===== src/rtl/uft_pkg.sv =====
package uft_pkg;
    typedef enum logic [1:0] {
        TGT_FIFOCTL = 2'd0,
        TGT_TRIG    = 2'd1,
        TGT_FLOW    = 2'd2,
        TGT_NONE    = 2'd3
    } cfg_tgt_e;

    typedef struct packed {
        logic [1:0] rx_code;
        logic [1:0] tx_code;
        logic [3:0] rx_fine;
        logic [3:0] tx_fine;
        logic [3:0] halt;
        logic [3:0] resume;
    } cfg_t;

    localparam cfg_t CFG_RESET = '{
        rx_code: 2'd0, tx_code: 2'd0,
        rx_fine: 4'd4, tx_fine: 4'd14,
        halt:    4'd14, resume: 4'd8
    };
endpackage


===== src/rtl/uft_cfg.sv =====
module uft_cfg
    import uft_pkg::*;
(
    input  logic       clk,
    input  logic       rst_n,
    input  logic       wr,
    input  logic [1:0] target,
    input  logic [7:0] data,
    input  logic       enh_en,
    output cfg_t       cfg,
    output logic       rx_flush
);
    cfg_t cfg_d, cfg_q;

    always_comb begin
        cfg_d = cfg_q;
        if (wr) begin
            unique case (cfg_tgt_e'(target))
                TGT_FIFOCTL: begin
                    cfg_d.rx_code = data[7:6];
                    if (enh_en) cfg_d.tx_code = data[5:4];
                end
                TGT_TRIG: begin
                    cfg_d.rx_fine = data[7:4];
                    cfg_d.tx_fine = data[3:0];
                end
                TGT_FLOW: begin
                    cfg_d.resume = data[7:4];
                    cfg_d.halt   = data[3:0];
                end
                default: ;
            endcase
        end
    end

    always_ff @(posedge clk or negedge rst_n) begin
        if (!rst_n) cfg_q <= CFG_RESET;
        else        cfg_q <= cfg_d;
    end

    assign cfg      = cfg_q;
    assign rx_flush = wr && (cfg_tgt_e'(target) == TGT_FIFOCTL) && data[1];

    assert_tx_code_locked_R5: assert property (@(posedge clk) disable iff (!rst_n)
        (wr && cfg_tgt_e'(target) == TGT_FIFOCTL && !enh_en) |=> $stable(cfg_q.tx_code));
    assert_rx_code_follows_R3: assert property (@(posedge clk) disable iff (!rst_n)
        (wr && cfg_tgt_e'(target) == TGT_FIFOCTL) |=> (cfg_q.rx_code == $past(data[7:6])));
endmodule


===== src/rtl/uft_trig.sv =====
module uft_trig #(
    parameter int DEPTH = 64,
    parameter bit IS_RX = 1'b1,
    localparam int LVL_W = $clog2(DEPTH) + 1
) (
    input  logic [1:0]       code,
    input  logic [3:0]       fine,
    output logic [LVL_W-1:0] level
);
    localparam int STEP = DEPTH / 16;
    logic [LVL_W-1:0] coarse;

    generate
        if (IS_RX) begin : g_rx_table
            always_comb begin
                unique case (code)
                    2'd0:    coarse = LVL_W'(DEPTH / 8);
                    2'd1:    coarse = LVL_W'(DEPTH / 4);
                    2'd2:    coarse = LVL_W'(DEPTH - 8);
                    default: coarse = LVL_W'(DEPTH - 4);
                endcase
            end
        end else begin : g_tx_table
            always_comb begin
                unique case (code)
                    2'd0:    coarse = LVL_W'(DEPTH / 8);
                    2'd1:    coarse = LVL_W'(DEPTH / 4);
                    2'd2:    coarse = LVL_W'(DEPTH / 2);
                    default: coarse = LVL_W'(DEPTH - 8);
                endcase
            end
        end
    endgenerate

    always_comb begin
        if (fine != 4'd0) level = LVL_W'(int'(fine) * STEP);
        else              level = coarse;
    end
endmodule


===== src/rtl/uft_rts.sv =====
module uft_rts #(
    parameter int LVL_W = 7
) (
    input  logic             clk,
    input  logic             rst_n,
    input  logic             auto_en,
    input  logic             flush,
    input  logic [LVL_W-1:0] rx_level,
    input  logic [LVL_W-1:0] halt_lvl,
    input  logic [LVL_W-1:0] resume_lvl,
    output logic             rts
);
    logic rts_d, rts_q;

    always_comb begin
        rts_d = rts_q;
        if (flush || !auto_en)         rts_d = 1'b1;
        else if (rx_level > halt_lvl)  rts_d = 1'b0;
        else if (rx_level < resume_lvl) rts_d = 1'b1;
    end

    always_ff @(posedge clk or negedge rst_n) begin
        if (!rst_n) rts_q <= 1'b1;
        else        rts_q <= rts_d;
    end

    assign rts = rts_q;

    assert_rts_halt_R6: assert property (@(posedge clk) disable iff (!rst_n)
        (auto_en && !flush && rx_level > halt_lvl) |=> !rts_q);
    assert_rts_hold_R7: assert property (@(posedge clk) disable iff (!rst_n)
        (auto_en && !flush && rx_level <= halt_lvl && rx_level >= resume_lvl) |=> $stable(rts_q));
    assert_rts_manual_R8: assert property (@(posedge clk) disable iff (!rst_n)
        !auto_en |=> rts_q);
    assert_rts_flush_R9: assert property (@(posedge clk) disable iff (!rst_n)
        flush |=> rts_q);
endmodule


===== src/rtl/uart_fifo_flow.sv =====
module uart_fifo_flow
    import uft_pkg::*;
#(
    parameter int DEPTH = 64,
    localparam int LVL_W = $clog2(DEPTH) + 1
) (
    input  logic             clk,
    input  logic             rst_n,
    input  logic             cfg_wr,
    input  logic [1:0]       cfg_target,
    input  logic [7:0]       cfg_data,
    input  logic             enh_en,
    input  logic             auto_rts_en,
    input  logic             auto_cts_en,
    input  logic             rx_irq_en,
    input  logic             tx_irq_en,
    input  logic [LVL_W-1:0] rx_level,
    input  logic [LVL_W-1:0] tx_level,
    input  logic             cts_i,
    output logic             rx_irq,
    output logic             tx_irq,
    output logic             rts_o,
    output logic             tx_allowed
);
    localparam int STEP = DEPTH / 16;

    typedef struct packed {
        logic rx_irq;
        logic tx_irq;
        logic tx_ok;
    } out_t;

    cfg_t             cfg;
    logic             rx_flush;
    logic [LVL_W-1:0] rx_trig, tx_trig, halt_lvl, resume_lvl, tx_free;
    out_t             out_d, out_q;

    uft_cfg u_cfg (
        .clk(clk), .rst_n(rst_n), .wr(cfg_wr), .target(cfg_target),
        .data(cfg_data), .enh_en(enh_en), .cfg(cfg), .rx_flush(rx_flush)
    );

    uft_trig #(.DEPTH(DEPTH), .IS_RX(1'b1)) u_rx_trig (
        .code(cfg.rx_code), .fine(cfg.rx_fine), .level(rx_trig)
    );
    uft_trig #(.DEPTH(DEPTH), .IS_RX(1'b0)) u_tx_trig (
        .code(cfg.tx_code), .fine(cfg.tx_fine), .level(tx_trig)
    );

    assign halt_lvl   = LVL_W'(int'(cfg.halt) * STEP);
    assign resume_lvl = LVL_W'(int'(cfg.resume) * STEP);
    assign tx_free    = LVL_W'(DEPTH) - tx_level;

    uft_rts #(.LVL_W(LVL_W)) u_rts (
        .clk(clk), .rst_n(rst_n), .auto_en(auto_rts_en), .flush(rx_flush),
        .rx_level(rx_level), .halt_lvl(halt_lvl), .resume_lvl(resume_lvl),
        .rts(rts_o)
    );

    always_comb begin
        out_d.rx_irq = rx_irq_en && (rx_level >= rx_trig);
        out_d.tx_irq = tx_irq_en && (tx_free >= tx_trig);
        out_d.tx_ok  = !auto_cts_en || cts_i;
    end

    always_ff @(posedge clk or negedge rst_n) begin
        if (!rst_n) out_q <= '{rx_irq: 1'b0, tx_irq: 1'b0, tx_ok: 1'b1};
        else        out_q <= out_d;
    end

    assign rx_irq     = out_q.rx_irq;
    assign tx_irq     = out_q.tx_irq;
    assign tx_allowed = out_q.tx_ok;

    assert_level_range_R2: assert property (@(posedge clk) disable iff (!rst_n)
        (rx_level <= LVL_W'(DEPTH)) && (tx_level <= LVL_W'(DEPTH)));
    assert_rx_irq_gated_R2: assert property (@(posedge clk) disable iff (!rst_n)
        !rx_irq_en |=> !rx_irq);
    assert_tx_irq_gated_R4: assert property (@(posedge clk) disable iff (!rst_n)
        !tx_irq_en |=> !tx_irq);
    assert_cts_block_R10: assert property (@(posedge clk) disable iff (!rst_n)
        (auto_cts_en && !cts_i) |=> !tx_allowed);
    assert_cts_free_R10: assert property (@(posedge clk) disable iff (!rst_n)
        !auto_cts_en |=> tx_allowed);
endmodule


===== config.mk =====
export PLATFORM = sky130hd
export DESIGN_NAME = uart_fifo_flow
export DESIGN_NICKNAME = d
export VERILOG_FILES = /design/src/rtl/uft_pkg.sv /design/src/rtl/uft_cfg.sv /design/src/rtl/uft_trig.sv /design/src/rtl/uft_rts.sv /design/src/rtl/uart_fifo_flow.sv
export SDC_FILE = /design/constraint.sdc
export NUM_CORES = 1
export LEC_CHECK = 0
export ABC_AREA = 1
export ABC_CLOCK_PERIOD_IN_PS = 2100
export BUFFER_PORTS_ARGS = -buffer_cell sky130_fd_sc_hd__buf_4
export CAP_MARGIN = 20
export CELL_PAD_IN_SITES_DETAIL_PLACEMENT = 1
export CELL_PAD_IN_SITES_GLOBAL_PLACEMENT = 2
export CORE_UTILIZATION = 32
export CTS_BUF_LIST = sky130_fd_sc_hd__clkbuf_8
export CTS_CLUSTER_DIAMETER = 60
export CTS_CLUSTER_SIZE = 40
export DETAILED_ROUTE_END_ITERATION = 6
export PLACE_DENSITY = 0.83
export SLEW_MARGIN = 15
export SYNTH_ARGS = -nofsm -noshare
export SYNTH_HDL_FRONTEND = slang
export SYNTH_SLANG_ARGS = --single-unit

===== constraint.sdc =====
create_clock -name clk -period 2.1 [get_ports clk]
set_clock_uncertainty 0.15 [all_clocks]
set_input_delay 0.42 -clock clk [delete_from_list [all_inputs] [get_ports clk]]
set_output_delay 0.42 -clock clk [all_outputs]
set_load 0.05 [all_outputs]

---- Yosys cells after proc, flatten, opt, wreduce, memory -nomap -nowiden ----
Index checks and enable logic that the tools add are counted.
W data, S select, Z words.
word-level totals
  register bits after elaboration ......... 24
  output and inout bits ................... 4
cells by class
  add/subtract/negate cells ............... 1
  $lt $le $gt $ge ......................... 4
  equal/unequal tests ..................... 6
  multiplexer cells ....................... 7
  reduce and logical (&&, ||, !) cells .... 18
operators by type and width
  cell                   number
  $pmux W6 S3            2
  $ge A7 B7 Y1           2
  $mux W6                2
  $reduce_bool A4 Y1     2
  $gt A7 B6 Y1           1
  $lt A7 B6 Y1           1
  $sub A7 B7 Y7 const A  1
  $eq A2 B1 Y1 const B   3
  $eq A2 B2 Y1 const B   3
  $logic_not A2 Y1       3
  $reduce_and A2 Y1      3
  $logic_and A1 B1 Y1    4
  $mux W1                3
  $reduce_and A3 Y1      1
  $reduce_bool A3 Y1     1
  $logic_not A1 Y1       2
  $logic_or A1 B1 Y1     2

---- Longest topological paths before layout ----
Gate-level depths: netlist of the first run.
  depth after elaboration ................. 5
  mapped depth ............................ 14
  depth with buffers taken out ............ 14

---- Modules after synthesis ----
Synthesis of the first run repeated with hierarchy kept, for this count alone.
second synthesis, totals
  cell total of the unflattened synthesis .. 316
  area, all modules ....................... 2,150.8 sq um
by module, submodules not included
  module                instances  cells an instance  area an instance (sq um)  sequential area each (sq um)
  uft_cfg               1          95                 869.6                     510.5
  uart_fifo_flow        1          100                610.6                     76.3
  uft_rts               1          71                 420.4                     26.3
  uft_trig (u_tx_trig)  1          26                 138.9                     0.0
  uft_trig (u_rx_trig)  1          24                 111.4                     0.0

---- Worst setup path before layout of the first run ----
Ideal clock, no wire load.
  path kind ............................... register to register
  start point ............................. register u_cfg.cfg_q (netlist bit u_cfg.cfg[14])
  end point ............................... register out_q (netlist bit rx_irq)
  setup time .............................. 0.119 ns
  data arrival time ....................... 1.540 ns
  data required time ...................... 1.831 ns
  slack ................................... 0.291 ns
  cell stages (with the launch flop) ...... 10
  period minus slack after synthesis ...... 1.809 ns
  cells stage by stage .................... dfstp_2 > nor2_1 > nand2_1 > a21oi_1 > or2_2 > inv_1 > ha_1 > nand3_1 > o211ai_1 > o21a_1
RTL lines
  what                      line                  text
  start: declaration        uft_cfg.sv:13         cfg_t cfg_d, cfg_q;
  start signal: assignment  uft_cfg.sv:38         else cfg_q <= cfg_d;
  end signal: assignment    uart_fifo_flow.sv:67  if (!rst_n) out_q <= '{rx_irq: 1'b0, tx_irq: 1'b0, tx_ok: 1'b1};
  end signal: assignment    uart_fifo_flow.sv:68  else out_q <= out_d;
  end: declaration          uart_fifo_flow.sv:36  out_t out_d, out_q;

==> results of run 1 <==
## per-stage QoR
| step | std cells | instance area, um^2 | worst slack (ns) |
|---|---|---|---|
| after detailed placement | 307 | 1980 | 0.197 |
| after CTS | 312 | 2070 | 0.176 |
| final | 312 | 2070 | 0.202 |
| after floorplan | 207 | 1660 | 0.291 |
| after global routing | 312 | 2070 | -0.0179 |
| after global placement | 307 | 1980 | 0.230 |
## worst min path at each step
stage,startpoint,endpoint,slack (ns)
floorplan,rst_n,rx_irq,-0.03
global placement,rst_n,u_cfg.cfg[18],0.19
detailed placement,rst_n,u_cfg.cfg[18],0.20
CTS,auto_cts_en,tx_allowed,0.11
global route,auto_cts_en,tx_allowed,0.11
finish,auto_cts_en,tx_allowed,0.11
## cells in the mapped netlist (2+ instances only)
| cell | n | share of area |
|---|---|---|
| inv_1 | 43 | 0.097 |
| nand2_1 | 38 | 0.086 |
| nor2_1 | 23 | 0.052 |
| ha_1 | 18 | 0.14 |
| o21ai_2 | 16 | 0.084 |
| dfrtp_1 | 14 | 0.21 |
| dfstp_2 | 10 | 0.16 |
| nand3_1 | 8 | 0.024 |
| a21oi_1 | 7 | 0.021 |
| o21ai_0 | 6 | 0.018 |
| nand2_2 | 4 | 0.015 |
| o21ai_1 | 3 | 0.0090 |
| o21bai_1 | 3 | 0.014 |
| nor2_2 | 2 | 0.0075 |
| xnor2_1 | 2 | 0.011 |
## logic make-up (layout without fill, tap and decap cells)
kind of cell,Yosys count,after routing,share of synthesized area
AO/OA/AOI/OAI,37,37,0.155
XOR/XNOR,3,3,0.0158
adder cells (fa/ha/maj),18,18,0.136
buffers and inverters,46,84,0.115
flip-flops,24,24,0.369
AND/OR/NAND/NOR,79,79,0.209
## worst reg2reg max path: stages (launching register included)
cell and delay, ns:
dfstp_2 0.55, nor2_1 0.04, nand2_1 0.12, a21oi_1 0.05, or2_2 0.26, inv_1 0.05, ha_1 0.23, nand3_1 0.08
o211ai_1 0.10, o21a_1 0.17
## final cells by class
class,count,area share
clock buffers,3,0.0200
inverters,43,0.0780
flip-flops and latches,24,0.296
repair buffers,37,0.136
well taps,67,0.0405
clock inverters,1,0.0145
multi-input cells,137,0.415
## metal layers
metal | vias up | share of wire | GRT usage | wire (um)
met3 | 4 | 0.025 | 0.0244 | 90
met2 | 18 | 0.49 | 0.253 | 1770
met4 | 0 | 0.010 | 0.0385 | 36
li1 | 726 | - | - | -
met5 | - | 0 | 0 | 0
met1 | 643 | 0.47 | 0.178 | 1710
## registers in the layout (all words and copies together), names as in the netlist
register,count
rx_irq,1
tx_allowed,1
u_rts.rts,1
u_cfg.cfg,20
tx_irq,1
## what timing repair did
item / in CTS / in global routing
hold buffers: 1 / 0
resized for setup: 0 / 2
setup endpoints to repair: 0 / 1
hold endpoints to repair: 14 / 0
## power by group through the flow
stage	logic [W]	registers, W	clock network [W]
after floorplan	0.000288	0.000625	0
after global placement	0.000438	0.000610	0
after detailed placement	0.000452	0.000612	0
after CTS	0.000455	0.000605	0.000429
after global routing	0.000522	0.000613	0.000447
final	0.000446	0.000602	0.000420
==> impl_metrics.ini, run 1 <==
[run_status]
status = finished clean

[grt]
grt_pass1_vias = 1347
grt_pass1_wl_um = 6000
grt_overflow = 0
gr-usage-all-layers = 0.142
antenna_found_initial = 0
grt_max_degree = 25

[critical_path]
required_ns = 2.12
cpPeakStageDelay_ns = 0.55
cp_cell_sequence = nor2_1 -> nand2_1 -> a21oi_1 -> or2_2 -> inv_1 -> ha_1 -> nand3_1 -> o211ai_1 -> o21a_1
r2r_setup_slack_ns = 0.20
worstReg2RegStart = u_cfg.cfg[14]
cp-start-kind = flop
cp_max_fo = 4
r2r-end = rx_irq
ff2ff_path_depth = 9
cpMaxStageDelayCell = dfstp_2
worst_ep_arrival_time_ns = 1.92
critical_path_class = reg -> reg
crit_path_end = rx_irq
worstSetupEndpointType = flop
crit_buf_inv = 1
crit_family = flip-flops
cp-startpoint = u_cfg.cfg[14]
cp_num_cells = 9

[finish]
drive_gt1_frac = 0.310
layout_common_cells = inv_1 (43), nand2_1 (38), buf_4 (36), nor2_1 (22), ha_1 (18)
final_common_cell = inv_1
syn2layout_area_growth_pct = 24.6
fill_cells = 629
register_area_um2 = 613
finish.utilization = 0.427
final_nets = 297
multi_input_area_um2 = 858
diodes = 0

[clock_network]
clk_pin_slew_ns = 0.10
cts_tree = built
cts.sinks = 24
post_cts.repair.setup_buffers = 0
h-tree-depth = 1
worst_skew_pair.late_latency_ns = 0.27
clk_path_buf_depth = 2
numCtsBuffers = 3
clock_tree.root_cell = clkbuf_8

[pwr]
power.switching_w = 0.000464
power.density_nw_per_um2 = 710
p_sw_frac = 0.316
ir_drop_uv = 223
comb_power_share = 0.304
p_seq_frac = 0.410
totalPowerFinal_w = 0.00147
leakagePower_nw = 1.08
p_int_w = 0.00100
pwr-share-clk = 0.286

[detailed_routing]
num_vias = 1391
wl_per_cell_um = 11.6
drc_errors = 0
dr.first_iter.drc_count = 39
viasPerCell = 4.46
drt_first_pass_iters = 2
drtAntennaViolNets = 0
wl_um = 3610

[sta]
tns_ns = 0
max_slew.worst_pin.slew_ns = 0.409
drv_slew = 0
period_share = 0.904
fin_crit_ns = 1.90
maxSlewHeadroom = 0.726
hold_ws_ns = 0.109
hold_viol_final = 0
timing.fmax_mhz = 527
setup_viol = 0

[yosys]
synth.distinct_cells = 25
synthArstFlopShare = 1.00
syn_avg_cell_area_um2 = 8.02
ys_warn_count = 0
synth_nets = 258
synth.yosys.seq_area_share = 0.369
syn_inst = 207
syn_area_um2 = 1660
synth-seq-cells = 24
synth_edf_count = 0
ys.flop_type = dfrtp_1

[floorplan]
die_area_um2 = 5480
rows = 25
die_x_um = 74.0
coreArea_um2 = 4850
die_h_um = 74.0
initial_utilization = 0.342
io_pins = 37

[hold_path]
whs_path_depth = 2
hold_class = in -> reg

[job]
timing.max_cap.violations = 0

[place]
routabilityCongestion = 0.732
hpwl_um = 2930
portBuffers = 36
(Power assumes the default switching activity.)
==> run 2, diff against run 1 <==
Settings changed: CORE_UTILIZATION 32 to 31, CTS_BUF_LIST sky130_fd_sc_hd__clkbuf_8 to default, PLACE_DENSITY 0.83 to 0.81.
==> impl_metrics.ini, run 2 (same netlist as run 1, synthesis figures left out) <==
[run_status]
status = finished clean

[detailed_routing]
dr.first_iter.drc_count = 25
viasPerCell = 4.37
wl_per_cell_um = 11.8
wl_um = 3710
drt_first_pass_iters = 4
num_vias = 1375
drtAntennaViolNets = 0
drc_errors = 0

[critical_path]
cp_max_fo = 4
crit_buf_inv = 1
cp_cell_sequence = nor2_1 -> nand2_1 -> a21oi_1 -> or2_2 -> inv_1 -> ha_1 -> nand3_1 -> o211ai_1 -> o21a_1
required_ns = 2.12
crit_family = flip-flops
critical_path_class = reg -> reg
worst_ep_arrival_time_ns = 1.95
cpMaxStageDelayCell = dfstp_2
worstSetupEndpointType = flop
cpPeakStageDelay_ns = 0.55
cp-start-kind = flop

[clock_network]
worst_skew_pair.late_latency_ns = 0.27
clk_path_buf_depth = 2
clock_tree.root_cell = clkbuf_8
h-tree-depth = 1
clk_pin_slew_ns = 0.10
cts_tree = built
cts.sinks = 24
numCtsBuffers = 3

[grt]
grt_max_degree = 25
grtUsageMet1 = 0.176
grt_pass1_vias = 1346
antenna_found_initial = 0
top_usage_layer = met2
use_met2 = 0.272
grt_overflow = 0
grt_pass1_wl_um = 6030
gr-usage-all-layers = 0.145
grt_use_met3 = 0.0281

[finish]
drive_gt1_frac = 0.310
layout_common_cells = inv_1 (43), nand2_1 (38), buf_4 (36), nor2_1 (22), ha_1 (18)
diodes = 0
syn2layout_area_growth_pct = 24.8
fill_cells = 683
final_common_cell = inv_1
finish.utilization = 0.403
final_nets = 297
largest_reg_flops = 20

[sta]
timing.fmax_mhz = 517
rsz0062_at_grt = no
fin_crit_ns = 1.93
max_slew.worst_pin.slew_ns = 0.401
maxSlewHeadroom = 0.732
drv_slew = 0
period_share = 0.921
setup_viol = 0
hold_viol_final = 0
fin_ws_ns = 0.165
tns_ns = 0

[pwr]
power.density_nw_per_um2 = 711
leakagePower_nw = 1.08
ir_drop_uv = 293

[floorplan]
die_area_um2 = 5650
die_h_um = 75.2
die_x_um = 75.2
rows = 26
coreArea_um2 = 5140
initial_utilization = 0.323
io_pins = 37

[place]
portBuffers = 36
post-place-ws_ns = 0.183
hpwl_um = 3000
routabilityCongestion = 0.793

[job]
timing.max_cap.violations = 0

[hold_path]
hold_class = in -> reg
[run 2: layout make-up]
class / instances / area (um^2) / share of cell area
sequential: 24 / 613 / 0.296
timing repair buffer: 37 / 280 / 0.135
tap: 70 / 87.6 / 0.0423
inverter: 43 / 161 / 0.0779
clock buffer: 3 / 41.3 / 0.0199
clock inverter: 1 / 30.0 / 0.0145
multi-input combinational: 137 / 858 / 0.414
[run 2: power breakdown]
group | leakage (nW) | switching [W] | internal [W]
Sequential | 0.278 | 0.0000511 | 0.000553
Combinational | 0.770 | 0.000254 | 0.000195
Clock | 0.0357 | 0.000164 | 0.000255
Total | 1.08 | 0.000470 | 0.00100
[run 2: final timing paths]
path,slack (ns),endpoint,start,cells after the start
worst max-delay path,0.17,rx_irq,u_cfg.cfg[14],9
worst min-delay path,0.1,tx_allowed,auto_cts_en,2
worst max register to register,0.17,rx_irq,u_cfg.cfg[14],9
worst min register to register,0.34,u_cfg.cfg[11],u_cfg.cfg[11],2
max in group asynchronous,1.07,u_cfg.cfg[14],rst_n,2
min in group asynchronous,0.43,tx_irq,rst_n,2
[run 2: metrics by stage]
step                      area [um^2]  hold WS [ns]  total power (W)  instances
final                            2070        0.0991          0.00147        315
after global routing             2070         0.110          0.00159        315
after CTS                        2070        0.0944          0.00150        315
after detailed placement         1990         0.197          0.00107        310
after global placement           1990         0.193          0.00105        310
after floorplan                  1660       -0.0256         0.000914        207
[run 2: metal layers]
layer | vias to the layer above | wire, um
met5 | - | 0
met4 | 0 | 6
met2 | 20 | 1880
met1 | 635 | 1710
met3 | 2 | 111
li1 | 718 | -
[run 2: worst register-to-register path, delay by kind of cell, from the launching register on]
kind / cells / cell delay, ns
AOI/OAI and AO/OA: 3 / 0.31
adders and majority gates: 1 / 0.23
DFF: 1 / 0.55
buffers and inverters: 1 / 0.06
and+or+nand+nor: 4 / 0.54
[run 2: what timing repair did]
action                                  CTS  global route
hold buffers                              1             0
hold endpoints to repair                 14             0
endpoints found under the setup margin    0             1
setup buffers                             0             0
gates resized for setup                   0             1
==> run 3, diff against run 2 <==
Settings changed: REMOVE_ABC_BUFFERS from default to 1.
==> impl_metrics.ini, run 3 (same netlist as run 1, synthesis figures left out) <==
[critical_path]
ff2ff_path_depth = 9
critical_path_class = reg -> reg
worst_ep_arrival_time_ns = 1.89
cp_max_fo = 4
r2r-end = rx_irq
required_ns = 2.11
crit_path_end = rx_irq
worstSetupEndpointType = flop
cp-start-kind = flop
cp-startpoint = u_cfg.cfg[14]
r2r_setup_slack_ns = 0.22
worstReg2RegStart = u_cfg.cfg[14]

[pwr]
ir_drop_uv = 256
leakagePower_nw = 1.07
power.density_nw_per_um2 = 647
totalPowerFinal_w = 0.00132

[finish]
largest_reg_flops = 20
instances_no_fill = 315
drive_gt1_frac = 0.306
final_common_cell = inv_1
diodes = 0
layout_common_cells = inv_1 (43), nand2_1 (37), buf_4 (36), nor2_1 (23), ha_1 (18)
final_nets = 297
finish.utilization = 0.398
fill_cells = 675
syn2layout_area_growth_pct = 23.2

[floorplan]
die_x_um = 75.2
rows = 26
die_h_um = 75.2
io_pins = 37
die_area_um2 = 5650
coreArea_um2 = 5140
initial_utilization = 0.323

[detailed_routing]
drt_first_pass_iters = 4
num_vias = 1367
wl_per_cell_um = 11.1
drtAntennaViolNets = 0
dr.first_iter.drc_count = 32
wl_um = 3490
drc_errors = 0
viasPerCell = 4.34

[hold_path]
hold_class = in -> reg
whs_path_depth = 2

[run_status]
status = finished clean

[grt]
grt_pass1_vias = 1341
grt_max_degree = 25
gr-usage-all-layers = 0.142
grt_overflow = 0
antenna_found_initial = 0
grt_pass1_wl_um = 6030

[clock_network]
clk_pin_slew_ns = 0.08
clk_path_buf_depth = 2
worst_skew_pair.late_latency_ns = 0.26
h-tree-depth = 1
cts_tree = built
numCtsBuffers = 3
clock_tree.root_cell = clkbuf_8
cts.sinks = 24

[job]
timing.max_cap.violations = 0

[sta]
hold_ws_ns = 0.121
maxSlewHeadroom = 0.734
drv_slew = 0
period_share = 0.893
fin_crit_ns = 1.88
timing.fmax_mhz = 533
hold_viol_final = 0
max_slew.worst_pin.slew_ns = 0.397
setup_viol = 0
tns_ns = 0
rsz0062_at_grt = no

[place]
routabilityCongestion = 0.732
portBuffers = 36
hpwl_um = 2890
dp_cells = 310
run 3: cell types whose count changed in the layout (fill, tap and decap cells not counted), sizes merged:
cell / delta
bufinv: -1
clkbuf: +1
run 3: area by class of cell:
class | count | area (um^2) | share of cell area
flip-flops and latches | 24 | 613 | 0.300
multi-input cells | 137 | 858 | 0.420
inverters | 43 | 161 | 0.0789
clock buffers | 4 | 45.0 | 0.0220
well taps | 70 | 87.6 | 0.0428
repair buffers | 37 | 280 | 0.137
run 3: metrics by stage:
stage	area, um^2	setup slack (ns)
global route	2050	0.00844
floorplan	1630	0.291
global placement	1990	0.227
finish	2050	0.224
detailed placement	1990	0.186
CTS	2040	0.170
run 3: where the power goes:
group	leakage [nW]	internal [W]	total (W)	switching, W
sequential	0.278	0.000553	0.000603	0.0000501
clock	0.0228	0.000135	0.000278	0.000142
combinational	0.770	0.000195	0.000444	0.000249
run 3: critical path, stage by stage, from the launching register on:
cell and delay [ns]:
dfstp_2 0.55, nor2_1 0.05, nand2_2 0.09, a21oi_1 0.04, or2_2 0.26, inv_1 0.05
ha_1 0.23, nand3_1 0.09, o211ai_1 0.08, o21a_1 0.17
run 3: worst min path at each step:
stage	from	endpoint	slack (ns)
after CTS	auto_cts_en	tx_allowed	0.11
after global placement	rst_n	rx_irq	0.20
after global routing	auto_cts_en	tx_allowed	0.11
final	auto_cts_en	tx_allowed	0.12
after detailed placement	rst_n	rx_irq	0.20
after floorplan	rst_n	rx_irq	-0.03
run 3: metal layers:
layer,wire [um],GRT usage,vias up
met5,0,0,-
met4,26,0.0432,0
met3,126,0.0201,2
met2,1650,0.246,24
met1,1690,0.184,622
li1,-,-,719
run 3: repair_timing:
item                                    4_1_cts  5_1_grt
hold endpoints to repair                     14        0
endpoints found under the setup margin        0        1
hold buffers                                  1        0
resized for setup                             0        1
buffers inserted                              0        0
